### config.mk
export PLATFORM = sky130hd
export DESIGN_NAME = vec_tree_sum
export DESIGN_NICKNAME = d
export VERILOG_FILES = /design/src/rtl/vec_tree_sum_pkg.sv /design/src/rtl/vec_tree_sum_ctrl.sv /design/src/rtl/vec_tree_sum_datapath.sv /design/src/rtl/vec_tree_sum.sv
export SDC_FILE = /design/constraint.sdc
export NUM_CORES = 1
export LEC_CHECK = 0
export BUFFER_PORTS_ARGS = -buffer_cell sky130_fd_sc_hd__buf_2
export CAP_MARGIN = 20
export CORE_UTILIZATION = 55
export CTS_CLUSTER_SIZE = 14
export DETAILED_ROUTE_END_ITERATION = 10
export PLACE_DENSITY = 0.74
export SLEW_MARGIN = 5
export SYNTH_ARGS = -nofsm -noshare
export SYNTH_HDL_FRONTEND = slang
export SYNTH_SLANG_ARGS = --single-unit
### constraint.sdc
create_clock -name clk -period 5 [get_ports clk]
set_input_delay 0.75 -clock clk [delete_from_list [all_inputs] [get_ports clk]]
set_output_delay 0.75 -clock clk [all_outputs]
set_load 0.005 [all_outputs]
### src/rtl/vec_tree_sum_pkg.sv
package vec_tree_sum_pkg;

  localparam int MAX_LEVEL_W = 3;

  typedef enum logic [1:0] {
    ST_ACCUM = 2'd0,
    ST_TREE  = 2'd1,
    ST_DONE  = 2'd2
  } phase_t;

  typedef struct packed {
    logic                   clearAcc;
    logic                   accumEn;
    logic                   treeEn;
    logic [MAX_LEVEL_W-1:0] level;
  } strobes_t;

endpackage

### src/rtl/vec_tree_sum_ctrl.sv
module vec_tree_sum_ctrl
  import vec_tree_sum_pkg::*;
#(
  parameter int VL = 8
) (
  input  logic     clk,
  input  logic     rst_n,
  input  logic     inValid,
  input  logic     inLast,
  output logic     inReady,
  output logic     outValid,
  output strobes_t strobes
);

  localparam int LEVELS = $clog2(VL);
  localparam logic [MAX_LEVEL_W-1:0] LAST_LEVEL = MAX_LEVEL_W'(LEVELS - 1);

  phase_t phase, phaseNext;
  logic [MAX_LEVEL_W-1:0] level, levelNext;

  always_comb begin
    phaseNext       = phase;
    levelNext       = level;
    strobes         = '0;
    strobes.level   = level;
    inReady         = 1'b0;
    outValid        = 1'b0;
    unique case (phase)
      ST_ACCUM: begin
        inReady = 1'b1;
        if (inValid) begin
          strobes.accumEn = 1'b1;
          if (inLast) begin
            phaseNext = ST_TREE;
            levelNext = '0;
          end
        end
      end
      ST_TREE: begin
        strobes.treeEn = 1'b1;
        if (level == LAST_LEVEL) begin
          phaseNext = ST_DONE;
          levelNext = '0;
        end else begin
          levelNext = level + 1'b1;
        end
      end
      ST_DONE: begin
        outValid         = 1'b1;
        strobes.clearAcc = 1'b1;
        phaseNext        = ST_ACCUM;
      end
      default: phaseNext = ST_ACCUM;
    endcase
  end

  always_ff @(posedge clk or negedge rst_n) begin
    if (!rst_n) begin
      phase <= ST_ACCUM;
      level <= '0;
    end else begin
      phase <= phaseNext;
      level <= levelNext;
    end
  end

endmodule

### src/rtl/vec_tree_sum_datapath.sv
module vec_tree_sum_datapath
  import vec_tree_sum_pkg::*;
#(
  parameter int VL = 8,
  parameter int W  = 16
) (
  input  logic                   clk,
  input  logic                   rst_n,
  input  strobes_t               strobes,
  input  logic [VL*W-1:0]        inData,
  input  logic [$clog2(VL):0]    inCount,
  output logic [W-1:0]           outSum
);

  localparam int LEVELS = $clog2(VL);
  localparam int CNT_W  = $clog2(VL) + 1;

  logic [W-1:0] acc     [VL];
  logic [W-1:0] accNext [VL];

  for (genvar j = 0; j < VL; j++) begin : g_lane
    logic [W-1:0] laneIn;
    logic [W-1:0] partner;

    // Lanes at or beyond the live count feed zero into the sum.
    assign laneIn = (CNT_W'(j) < inCount) ? inData[j*W +: W] : '0;

    // Pick the upper-half element folded onto this lane at the current level.
    always_comb begin
      partner = '0;
      for (int s = 0; s < LEVELS; s++) begin
        if ((int'(strobes.level) == s) && (j < (VL >> (s + 1))))
          partner = acc[(j + (VL >> (s + 1))) & (VL - 1)];
      end
    end

    always_comb begin
      accNext[j] = acc[j];
      if (strobes.clearAcc)
        accNext[j] = '0;
      else if (strobes.accumEn)
        accNext[j] = acc[j] + laneIn;
      else if (strobes.treeEn)
        accNext[j] = acc[j] + partner;
    end

    always_ff @(posedge clk or negedge rst_n) begin
      if (!rst_n) acc[j] <= '0;
      else        acc[j] <= accNext[j];
    end
  end

  assign outSum = acc[0];

endmodule

### src/rtl/vec_tree_sum.sv
module vec_tree_sum
  import vec_tree_sum_pkg::*;
#(
  parameter int VL = 8,
  parameter int W  = 16
) (
  input  logic                clk,
  input  logic                rst_n,
  input  logic                inValid,
  output logic                inReady,
  input  logic [VL*W-1:0]     inData,
  input  logic [$clog2(VL):0] inCount,
  input  logic                inLast,
  output logic                outValid,
  output logic [W-1:0]        outSum
);

  strobes_t strobes;

  vec_tree_sum_ctrl #(.VL(VL)) u_ctrl (
    .clk      (clk),
    .rst_n    (rst_n),
    .inValid  (inValid),
    .inLast   (inLast),
    .inReady  (inReady),
    .outValid (outValid),
    .strobes  (strobes)
  );

  vec_tree_sum_datapath #(.VL(VL), .W(W)) u_dp (
    .clk     (clk),
    .rst_n   (rst_n),
    .strobes (strobes),
    .inData  (inData),
    .inCount (inCount),
    .outSum  (outSum)
  );

endmodule

==> summary.txt <==
Yosys
  – Sequential area share after synthesis: 0.2711
  – FF+latch count, synth: 133
  – Synth area leader: dfrtp_1
  – Synth warnings: 0
  – Synthesized cell area: about 12000 um^2
  – Syn nets: 1806
  – Synthesized area per cell: roughly 8.0 um^2
  – Most numerous cell in the Yosys netlist: nand2_1
  – Cells after synthesis: 1535
  – Post-synth EDFFs: 0
  – Synth top area share: 0.2711
  – Synth top cells by count: 216 x nand2_1, 152 x o21ai_0, 133 x dfrtp_1
  – Cell variety after synth: 70
  – Ranking of synthesized cells by area: dfrtp_1 27%, ha_1 13%, nand2_1 6.6%
  – Ys flop type: dfrtp_1
  – Ys async rst share: 1.000

Clock tree
  – TritonCTS Buffers: 17
  – Clk Latency, worst-skew pair: 440 ps
  – CTS root buf: clkbuf_16
  – Resized cells post-CTS: 0
  – CTS tree: done
  – CTS sink count: roughly 130
  – Post-CTS Setup Inserts: 0
  – Max Root-Sink Buffers: 2
  – H-tree Lvls: 4
  – CTS clk-pin slew, worst paths: 60 ps
  – CTS Hold Bufs: 0

Layout
  – N_diodes: 0
  – Share of cells above drive strength 1: 0.1340
  – Fillers: around 2000
  – Core Util, Final: 0.6327
  – Layout Nets: ~1900
  – Growth of design area from synthesis to finish: 12.46%

Setup path
  – Worst-path maximum fanout: 25
  – CP Launch Type: flip-flop
  – Data required, critical path: approximately 5400 ps
  – Worst setup path category: flip-flop to flip-flop
  – Crit path arrival time: 4590 ps
  – CP Capture Type: flip-flop

Routing
  – # DRC: 0
  – 1st-iter DRT viols: 834
  – Routed length per instance: between 15 and 20 um
  – Routed vias/inst: 6.081
  – Post-Route WL: about 35 mm
  – Vias: approximately 12000
  – ANT nets after route: 0
  – Router iterations before antenna repair: 6

STA
  – Post-route clock period utilization: 0.8476
  – RSZ-0062 raised after global routing: false
  – TNS Setup: 0 ps
  – Worst-Margin Slew: ~1100 ps
  – Max Freq: roughly 240 MHz
  – Hold Fails Final Rpt: 0
  – Final Slew Violations: 0
  – Slew headroom: 0.2405
  – Setup Viol. Count Final: 0
  – Clock skew: ~14 ps
  – Final min period: about 4200 ps

Global route
  – Initial antenna violation count: 0
  – Global-route wire length before repair: roughly 55 mm
  – Tot GR Track Use: 0.3105
  – Total grt overflow: 0
  – Pin count of the biggest net entering global routing: 81
  – Vias in the first global route: 10727

Run
  – Maxcap violations: 0

Power
  – Switch Pwr: 0.005178 W
  – Switching Fraction: 0.4880
  – Pwr dens: between 700 and 800 nW/um^2
  – Combinational share of power: 0.663
  – Internal: approximately 0.0054 W
  – Clk pwr share: 0.123
  – Reg power frac: 0.214
  – Lkg Pwr: between 6 and 7 nW
  – Worst IR drop on VDD: between 0.3 and 0.4 mV

Floorplanning
  – Die Area: 22930 um^2
  – Core ar.: ~22000 um^2
  – Die height: approximately 150 um
  – Die width: around 150 um
  – Initial Utilization: 0.5626
  – Row count: 54
  – Io pins: about 150

Place
  – IO Port Bufs: about 150
  – RePlAce Congestion: a little under 1
  – Final HPWL DP: between 20 and 30 mm

Worst hold path
  – Type of the most critical hold path: input pin to async pin

Run status
  – Status: finished, final reports clean
[cells in the final DEF, fill, tap and decap left out, types with 33 or more instances in the layout]
cell type and n:
nand3_1 33, nor2_1 76, ha_1 126, o21ai_0 152, a21o_1 38, buf_2 152
xnor2_1 45, a21oi_1 122, and2_1 35, nand2_1 215, nor2b_1 45, inv_1 59
a22o_1 37, dfrtp_1 133, nor3_1 34
[path summary, 6_finish.rpt]
kind                            slack [ps]  cells past startpoint         endpoint            start
worst max-delay path                   760                     12  u_dp.outSum[15]  u_ctrl.level[1]
worst min-delay path                   240                      1   u_dp.outSum[7]            rst_n
worst max register to register         760                     12  u_dp.outSum[15]  u_ctrl.level[1]
worst min register to register         520                      2     u_dp.acc[66]     u_dp.acc[66]
max in group asynchronous             3780                      2     u_dp.acc[41]            rst_n
min in group clk                       520                      2     u_dp.acc[66]     u_dp.acc[66]
[kinds of logic (layout without fill, tap and decap cells)]
| logic type | after synthesis | in the layout | share of synthesized area |
|---|---|---|---|
| xor gates and xnor gates | 77 | 77 | 0.05493 |
| and+or+nand+nor | 529 | 529 | 0.2072 |
| muxes | 9 | 9 | 0.007541 |
| buffers and inverters | 141 | 263 | 0.04891 |
| AOI/OAI and AO/OA | 511 | 511 | 0.2679 |
| DFF | 133 | 133 | 0.2711 |
| adders and majority gates | 135 | 135 | 0.1425 |
[power groups by stage]
stage,registers (W),clock network [W],logic (W)
2_1_floorplan,0.00198,0,0.00559
3_3_place_gp,0.00226,0,0.00675
3_5_place_dp,0.00227,0,0.00692
4_1_cts,0.00226,0.00131,0.00697
5_1_grt,0.00232,0.00137,0.00790
6_report,0.00227,0.00131,0.00703
[stage by stage]
step           setup slack (ps)  total power (W)  instance area (um^2)  hold slack [ps]  cells
2_1_floorplan              1049         0.007575                 12280            454.4   1535
3_3_place_gp              856.2         0.009008                 13200            496.4   1905
3_5_place_dp              718.1         0.009188                 13200            507.4   1905
4_1_cts                   796.0          0.01054                 13810            260.1   1937
5_1_grt                   447.0          0.01159                 13810            282.5   1937
6_report                  762.1          0.01061                 13810            239.3   1937
[registers in the layout, summed over array words and instances, names as in the netlist]
name,cells
u_dp.acc,112
u_dp.outSum,16
u_ctrl.level,3
u_ctrl.phase,2
[layer usage]
layer  routed length, um  up-vias  GRT usage
met3                1999       53    0.03343
met5                   0        -          0
met4                 859        0     0.1045
met1               15490     5563     0.4260
met2               16300      405     0.5071
li1                    -     5757          -
[final cells by class]
class / count / area (um^2) / area share
clock buffers: 17 / 425.4 / 0.03081
clock inverters: 15 / 181.4 / 0.01314
inverters: 59 / 221.5 / 0.01604
multi-input cells: 1261 / 8374 / 0.6065
flip-flops and latches: 133 / 3328 / 0.2410
well taps: 280 / 350.3 / 0.02537
repair buffers: 172 / 927.1 / 0.06714
[worst max-delay path: stages (launching register included)]
cell      delay [ps]
dfrtp_1          740
or3b_1           640
nand2b_1         260
a32o_1           290
ha_1             280
a21oi_1          190
o21ai_1          100
o31ai_1          240
o221ai_1         240
o41ai_4          390
nor3_2           100
or4_1            510
o211ai_1         190
No activity file was read; power rests on OpenSTA's default activity.
